## src/rtl/irq_entry_pkg.sv

```systemverilog
package irq_entry_pkg;

  typedef enum logic [2:0] {
    ENT_NONE   = 3'd0,
    ENT_HIGH   = 3'd1,
    ENT_KERNEL = 3'd2,
    ENT_USER   = 3'd3,
    ENT_DOUBLE = 3'd4
  } entry_kind_e;

endpackage

```

## src/rtl/irq_qualify.sv

```systemverilog
module irq_qualify #(
  parameter int NLEVEL = 4,
  parameter int NLINES = 8,
  parameter int LVLW   = 4,
  parameter logic [NLEVEL*NLINES-1:0] LEVEL_MASK = '1
) (
  input  logic [LVLW-1:0]   pend_lvl,
  input  logic [LVLW-1:0]   cur_lvl,
  input  logic [NLINES-1:0] int_set,
  input  logic [NLINES-1:0] int_en,
  output logic              hit
);

  logic [NLINES-1:0] live;
  logic [NLEVEL:1]   lvl_live;
  logic              sel_live;

  assign live = int_set & int_en;

  for (genvar g = 1; g <= NLEVEL; g++) begin : g_lvl
    assign lvl_live[g] = |(LEVEL_MASK[(g-1)*NLINES +: NLINES] & live);
  end

  always_comb begin
    sel_live = 1'b0;
    for (int l = 1; l <= NLEVEL; l++) begin
      if (pend_lvl == LVLW'(l)) sel_live = lvl_live[l];
    end
  end

  assign hit = (pend_lvl > cur_lvl) && (pend_lvl <= LVLW'(NLEVEL)) && sel_live;

endmodule

```

## src/rtl/irq_classify.sv

```systemverilog
module irq_classify
  import irq_entry_pkg::*;
#(
  parameter int          DW            = 32,
  parameter int          LVLW          = 4,
  parameter int          EXCM_BIT      = 4,
  parameter int          UM_BIT        = 5,
  parameter logic [DW-1:0] KERNEL_VEC    = '0,
  parameter logic [DW-1:0] USER_VEC      = '0,
  parameter logic [DW-1:0] DOUBLE_VEC    = '0,
  parameter logic [DW-1:0] HI_VEC_BASE   = '0,
  parameter logic [DW-1:0] HI_VEC_STRIDE = '0
) (
  input  logic            hit,
  input  logic [LVLW-1:0] pend_lvl,
  input  logic [DW-1:0]   ps,
  output entry_kind_e     kind,
  output logic [DW-1:0]   vec
);

  logic [DW-1:0] hi_vec;

  assign hi_vec = HI_VEC_BASE + (DW'(pend_lvl) - DW'(2)) * HI_VEC_STRIDE;

  always_comb begin
    kind = ENT_NONE;
    vec  = '0;
    if (hit) begin
      if (pend_lvl > LVLW'(1)) begin
        kind = ENT_HIGH;
        vec  = hi_vec;
      end else if (ps[EXCM_BIT]) begin
        kind = ENT_DOUBLE;
        vec  = DOUBLE_VEC;
      end else if (ps[UM_BIT]) begin
        kind = ENT_USER;
        vec  = USER_VEC;
      end else begin
        kind = ENT_KERNEL;
        vec  = KERNEL_VEC;
      end
    end
  end

endmodule

```

## src/rtl/irq_vector_reloc.sv

```systemverilog
module irq_vector_reloc #(
  parameter int            DW          = 32,
  parameter bit            RELOC       = 1'b1,
  parameter logic [DW-1:0] DEF_VECBASE = '0
) (
  input  logic [DW-1:0] vec,
  input  logic [DW-1:0] vecbase,
  output logic [DW-1:0] target
);

  if (RELOC) begin : g_reloc
    assign target = vec - DEF_VECBASE + vecbase;
  end else begin : g_fixed
    logic unused_base;
    assign unused_base = ^vecbase;
    assign target = vec;
  end

endmodule

```

## src/rtl/irq_save_regs.sv

```systemverilog
module irq_save_regs
  import irq_entry_pkg::*;
#(
  parameter int NLEVEL   = 4,
  parameter int DW       = 32,
  parameter int LVLW     = 4,
  parameter bit HAS_DEPC = 1'b1
) (
  input  logic                     clk,
  input  logic                     rst_n,
  input  logic                     take,
  input  entry_kind_e              kind,
  input  logic [LVLW-1:0]          pend_lvl,
  input  logic [DW-1:0]            pc,
  input  logic [DW-1:0]            ps,
  output logic [NLEVEL*DW-1:0]     epc,
  output logic [(NLEVEL-1)*DW-1:0] eps,
  output logic [DW-1:0]            depc
);

  logic l1_to_epc;

  assign l1_to_epc = (kind == ENT_KERNEL) || (kind == ENT_USER) ||
                     ((kind == ENT_DOUBLE) && !HAS_DEPC);

  for (genvar g = 1; g <= NLEVEL; g++) begin : g_epc
    logic          wr_en;
    logic [DW-1:0] epc_q;
    logic [DW-1:0] epc_d;

    if (g == 1) begin : g_l1
      assign wr_en = take && l1_to_epc;
    end else begin : g_hi
      assign wr_en = take && (kind == ENT_HIGH) && (pend_lvl == LVLW'(g));
    end

    always_comb begin
      epc_d = epc_q;
      if (wr_en) epc_d = pc;
    end

    always_ff @(posedge clk or negedge rst_n) begin
      if (!rst_n) epc_q <= '0;
      else        epc_q <= epc_d;
    end

    assign epc[(g-1)*DW +: DW] = epc_q;
  end

  for (genvar g = 2; g <= NLEVEL; g++) begin : g_eps
    logic          wr_en;
    logic [DW-1:0] eps_q;
    logic [DW-1:0] eps_d;

    assign wr_en = take && (kind == ENT_HIGH) && (pend_lvl == LVLW'(g));

    always_comb begin
      eps_d = eps_q;
      if (wr_en) eps_d = ps;
    end

    always_ff @(posedge clk or negedge rst_n) begin
      if (!rst_n) eps_q <= '0;
      else        eps_q <= eps_d;
    end

    assign eps[(g-2)*DW +: DW] = eps_q;
  end

  if (HAS_DEPC) begin : g_depc
    logic          wr_en;
    logic [DW-1:0] depc_q;
    logic [DW-1:0] depc_d;

    assign wr_en = take && (kind == ENT_DOUBLE);

    always_comb begin
      depc_d = depc_q;
      if (wr_en) depc_d = pc;
    end

    always_ff @(posedge clk or negedge rst_n) begin
      if (!rst_n) depc_q <= '0;
      else        depc_q <= depc_d;
    end

    assign depc = depc_q;
  end else begin : g_no_depc
    assign depc = '0;
  end

endmodule

```

## src/rtl/irq_entry_unit.sv

```systemverilog
module irq_entry_unit
  import irq_entry_pkg::*;
#(
  parameter int            NLEVEL        = 4,
  parameter int            NLINES        = 8,
  parameter int            LVLW          = 4,
  parameter int            DW            = 32,
  parameter int            EXCM_BIT      = 4,
  parameter int            UM_BIT        = 5,
  parameter bit            HAS_DEPC      = 1'b1,
  parameter bit            RELOC         = 1'b1,
  parameter logic [NLEVEL*NLINES-1:0] LEVEL_MASK = 32'h8060_1807,
  parameter logic [DW-1:0] L1_CAUSE      = 32'd4,
  parameter logic [DW-1:0] DEF_VECBASE   = 32'h4000_0000,
  parameter logic [DW-1:0] KERNEL_VEC    = 32'h4000_0300,
  parameter logic [DW-1:0] USER_VEC      = 32'h4000_0340,
  parameter logic [DW-1:0] DOUBLE_VEC    = 32'h4000_03C0,
  parameter logic [DW-1:0] HI_VEC_BASE   = 32'h4000_0180,
  parameter logic [DW-1:0] HI_VEC_STRIDE = 32'h0000_0040
) (
  input  logic                     clk,
  input  logic                     rst_n,
  input  logic                     req_i,
  input  logic [LVLW-1:0]          pend_lvl_i,
  input  logic [LVLW-1:0]          cur_lvl_i,
  input  logic [NLINES-1:0]        int_set_i,
  input  logic [NLINES-1:0]        int_en_i,
  input  logic [DW-1:0]            pc_i,
  input  logic [DW-1:0]            ps_i,
  input  logic [DW-1:0]            vecbase_i,
  output logic [DW-1:0]            pc_o,
  output logic [DW-1:0]            ps_o,
  output logic [DW-1:0]            cause_o,
  output logic [DW-1:0]            depc_o,
  output logic [NLEVEL*DW-1:0]     epc_o,
  output logic [(NLEVEL-1)*DW-1:0] eps_o,
  output logic                     taken_o
);

  localparam logic [DW-1:0] LVL_FIELD = DW'((1 << LVLW) - 1);
  localparam logic [DW-1:0] EXCM_M    = DW'(1) << EXCM_BIT;

  // reset: asserted asynchronously, released on a clock edge
  logic rst_meta_q, rst_sync_q;

  always_ff @(posedge clk or negedge rst_n) begin
    if (!rst_n) begin
      rst_meta_q <= 1'b0;
      rst_sync_q <= 1'b0;
    end else begin
      rst_meta_q <= 1'b1;
      rst_sync_q <= rst_meta_q;
    end
  end

  logic          hit;
  logic          take;
  entry_kind_e   kind;
  logic [DW-1:0] vec;
  logic [DW-1:0] target;

  irq_qualify #(
    .NLEVEL(NLEVEL), .NLINES(NLINES), .LVLW(LVLW), .LEVEL_MASK(LEVEL_MASK)
  ) u_qual (
    .pend_lvl(pend_lvl_i), .cur_lvl(cur_lvl_i),
    .int_set(int_set_i), .int_en(int_en_i), .hit(hit)
  );

  assign take = req_i && hit;

  irq_classify #(
    .DW(DW), .LVLW(LVLW), .EXCM_BIT(EXCM_BIT), .UM_BIT(UM_BIT),
    .KERNEL_VEC(KERNEL_VEC), .USER_VEC(USER_VEC), .DOUBLE_VEC(DOUBLE_VEC),
    .HI_VEC_BASE(HI_VEC_BASE), .HI_VEC_STRIDE(HI_VEC_STRIDE)
  ) u_cls (
    .hit(take), .pend_lvl(pend_lvl_i), .ps(ps_i), .kind(kind), .vec(vec)
  );

  irq_vector_reloc #(
    .DW(DW), .RELOC(RELOC), .DEF_VECBASE(DEF_VECBASE)
  ) u_reloc (
    .vec(vec), .vecbase(vecbase_i), .target(target)
  );

  irq_save_regs #(
    .NLEVEL(NLEVEL), .DW(DW), .LVLW(LVLW), .HAS_DEPC(HAS_DEPC)
  ) u_save (
    .clk(clk), .rst_n(rst_sync_q), .take(take), .kind(kind),
    .pend_lvl(pend_lvl_i), .pc(pc_i), .ps(ps_i),
    .epc(epc_o), .eps(eps_o), .depc(depc_o)
  );

  logic [DW-1:0] pc_q, pc_d;
  logic [DW-1:0] ps_q, ps_d;
  logic [DW-1:0] cause_q, cause_d;
  logic          taken_q, taken_d;

  always_comb begin
    pc_d    = pc_q;
    ps_d    = ps_q;
    cause_d = cause_q;
    taken_d = take;
    if (take) begin
      pc_d = target;
      if (kind == ENT_HIGH) begin
        ps_d = (ps_i & ~LVL_FIELD) | DW'(pend_lvl_i) | EXCM_M;
      end else begin
        ps_d    = ps_i | EXCM_M;
        cause_d = L1_CAUSE;
      end
    end
  end

  always_ff @(posedge clk or negedge rst_sync_q) begin
    if (!rst_sync_q) begin
      pc_q    <= '0;
      ps_q    <= '0;
      cause_q <= '0;
      taken_q <= 1'b0;
    end else begin
      pc_q    <= pc_d;
      ps_q    <= ps_d;
      cause_q <= cause_d;
      taken_q <= taken_d;
    end
  end

  assign pc_o    = pc_q;
  assign ps_o    = ps_q;
  assign cause_o = cause_q;
  assign taken_o = taken_q;

endmodule

```

## config.mk

```make
export PLATFORM = sky130hd
export DESIGN_NAME = irq_entry_unit
export DESIGN_NICKNAME = d
export VERILOG_FILES = /design/src/rtl/irq_entry_pkg.sv /design/src/rtl/irq_qualify.sv /design/src/rtl/irq_classify.sv /design/src/rtl/irq_vector_reloc.sv /design/src/rtl/irq_save_regs.sv /design/src/rtl/irq_entry_unit.sv
export SDC_FILE = /design/constraint.sdc
export NUM_CORES = 1
export LEC_CHECK = 0
export ABC_AREA = 0
export CAP_MARGIN = 20
export CORE_MARGIN = 5
export CORE_UTILIZATION = 35
export CTS_BUF_LIST = sky130_fd_sc_hd__clkbuf_4
export DETAILED_ROUTE_END_ITERATION = 10
export DONT_BUFFER_PORTS = 1
export GPL_ROUTABILITY_DRIVEN = 0
export SETUP_SLACK_MARGIN = 0.3
export SLEW_MARGIN = 20
export SYNTH_ARGS = -nofsm -noshare
export SYNTH_HDL_FRONTEND = slang
export SYNTH_HIERARCHICAL = 1
export SYNTH_SLANG_ARGS = --single-unit
```

## constraint.sdc

```tcl
create_clock -name clk -period 9.9 [get_ports clk]
set_input_delay 2.475 -clock clk [delete_from_list [all_inputs] [get_ports clk]]
set_output_delay 2.475 -clock clk [all_outputs]
set_load 0.05 [all_outputs]
```

==> flow_metrics.tcl <==
set metrics [dict create \
    status "complete, no violations" \
    synth_xor_area_share_pct 1.92 \
    ios 476 \
    combPwrFrac_pct 6.5 \
    clock_sinks 324 \
    ys_top_cells_by_area "dfrtp_1 (54%), mux2_2 (19%), ha_1 (5.8%), nand2_1 (5.1%), buf_4 (2.7%)" \
    worstSetupStartpointType "input port" \
    grt_pass1_vias 9909 \
    hold_path_class "register to register" \
    io_buffers 0 \
    grt_pass1_wl_um 60200 \
    grt_max_degree 188 \
    setup-tns-final_ns 0 \
    synth-seq-area-share_pct 53.9 \
    fmax_mhz 159 \
    dpl.hpwl_um 27900 \
    final_util_pct 38.2 \
    switchingPower_mw 1.12 \
    max-cap-violations 0 \
    yosys.area_share.simple_pct 8.17 \
    dp.cells 1684 \
    fin_skew_ns 0.0407 \
    vias 9433 \
    synth_top_area_cell "dfrtp_1" \
    clockPowerShare_pct 36.2 \
    syn2layout_area_growth_pct 8.77 \
    max_slew.worst_pin.slew_ns 1.11 \
    core-area_um2 42800 \
    setup_viol 0 \
    h-tree-depth 3 \
    dieArea_um2 47200 \
    holdWs_ns 0.352 \
    ctsHoldBuffers 0 \
    cp-end-kind "register" \
    finalHoldViolCount 0 \
    max-slew-margin-rel_pct 25.8 \
    synth_flop_cell "dfrtp_1" \
    pwr-share-seq_pct 57.3 \
    yosys_register_bits 324 \
    crit_type "input port to register" \
    finalMaxSlewViolations 0 \
    final_net_count 1423 \
    total_power_mw 3.21 \
    finalCriticalPeriod_ns 6.30 \
    switching_share_pct 34.8 \
    fin_ws_ns 3.60 \
    track_usage_pct 16.4 \
    cellPowerDensity_nw_per_um2 196 \
    synth_top_family_by_area "multiplexers" \
    yosysTopAreaCellShare_pct 53.9 \
    leakagePower_nw 8.66 \
    cts_root_buffer "clkbuf_4" \
    yosys-top-cells-count "dfrtp_1 (324), mux2_2 (249), nand2_1 (203)" \
    internal_power_mw 2.09 \
    cts.reportedPaths.clkPinSlew_ns 0.07 \
    arrival_ns 6.99 \
    firstDrtPassIters 5 \
    cp_max_fo 64 \
    postPlaceCellArea_um2 15200 \
    cts_tree "yes" \
    yosysMostFrequentCell "dfrtp_1" \
    ys.warnings.count 6 \
    min_period_over_period_pct 63.6 \
    netlist_area_um2 15000 \
    drive_gt1_share_pct 33.1 \
    die_h_um 217 \
    dp_slack_ns 2.84 \
    drtIter0Drc 401 \
    overflow 0 \
    syn_area_per_cell_um2 12.6 \
    worstPathRequired_ns 10.59 \
    rows 76 \
    synthAdderAreaFrac_pct 5.96 \
    ys_types 72 \
    max-clock-path-buffers 3 \
    async_reset_ff_share_pct 100 \
    postSynthCellCount 1198 \
    start_util_pct 35.2 \
    clock_latency_ns 0.81 \
    stdcell_area_um2 16400 \
    dieWidth_um 217 \
    irDropWorstVdd_uv 132 \
    synth-edff-count 0 \
    grt_setup_unrepaired "false" \
    cts_setup_buffers 0 \
    cts_buffers 87 \
    wl_per_cell_um 21.7 \
    post_cts_resize_count 0 \
    ant_nets 0 \
    finalWirelength_um 40000 \
    vias_per_cell 5.12 \
    synth_compound_area_share_pct 5.03 \
    drc 0 \
    muxShareOfSynthArea_pct 19.5 \
    antenna_found_initial 2 \
    final_cells 1843 \
]
==> logic make-up after synthesis <==
family	count (synthesis)
other cells	3
flops	324
buf+inv	121
fa+ha+maj	71
mux	260
xor+xnor	33
simple gates	279
compound gates	107
==> worst paths after layout <==
check	start	endpoint	slack [ns]	depth (start not counted)
min in group asynchronous	rst_sync_q	u_save/g_epc[2].epc_q[28]	0.43	0
setup / recovery	int_set_i[3]	u_save/g_epc[2].epc_q[21]	3.60	11
hold reg to reg	rst_meta_q	rst_sync_q	0.35	0
setup reg to reg	rst_sync_q	pc_o[16]	7.94	2
hold / removal	rst_meta_q	rst_sync_q	0.35	0
max in group asynchronous	rst_sync_q	pc_o[16]	7.94	2
==> sequential cells by signal, indices dropped and copies added (netlist names) <==
signal and cells:
cause_o 1, pc_o 32, ps_o 32, rst_meta_q 1, rst_sync_q 1, taken_o 1
u_save/depc 32, u_save/g_epc.epc_q 128, u_save/g_eps.eps_q 96
==> area by class of cell <==
class	count	area, um^2
Antenna cell	8	20.0
Tap cell	546	683
Timing Repair Buffer	9	113
Inverter	17	68.8
Sequential cell	324	8110
Fill cell	4164	26400
Multi-Input combinational cell	790	6290
Clock buffer	126	946
Clock inverter	23	130
==> power by group through the flow <==
stage / registers, mW / logic [mW] / clock network (mW)
global route: 1.85 / 0.242 / 1.30
CTS: 1.84 / 0.208 / 1.22
detailed placement: 1.87 / 0.209 / 0
floorplan: 1.84 / 0.174 / 0
finish: 1.84 / 0.209 / 1.16
global placement: 1.87 / 0.201 / 0
==> critical path, stage by stage <==
cell and delay [ns]:
a22o_1 0.12, a21oi_1 0.06, o41ai_1 0.38, o211a_1 0.22, nand2_2 0.06, inv_2 0.59, buf_4 0.53, a21boi_0 0.69
nor4b_4 0.54, nand2_4 0.68, mux2_2 0.53
==> layout by cell type, fill, tap and decap left out, types with 4 or more instances in the layout <==
cell type	count
a21o_1	7
buf_4	6
dfrtp_1	323
xnor2_1	18
clkbuf_4	126
a21boi_0	4
a21oi_2	5
diode_2	8
xor2_1	15
nand3_1	4
a31oi_1	5
and3_1	6
nor2_1	28
inv_1	15
ha_1	70
nand4_1	11
conb_1	40
a211oi_1	9
inv_2	4
mux2_1	4
nand2_1	203
mux2_2	249
clkinv_1	14
a21oi_1	32
o21ai_0	11
mux2i_1	4
nand2_2	4
o21bai_1	4
==> routing by layer <==
layer	share of wire (%)	routed length [um]	global-route usage, %	vias to the layer above
li1	-	-	-	4185
met1	38	15000	18.6	4782
met2	49	19700	26.8	386
met3	10	4110	8.00	80
met4	2.9	1170	6.45	0
met5	0	0	0	-
Power figures use the tool's default switching activity.
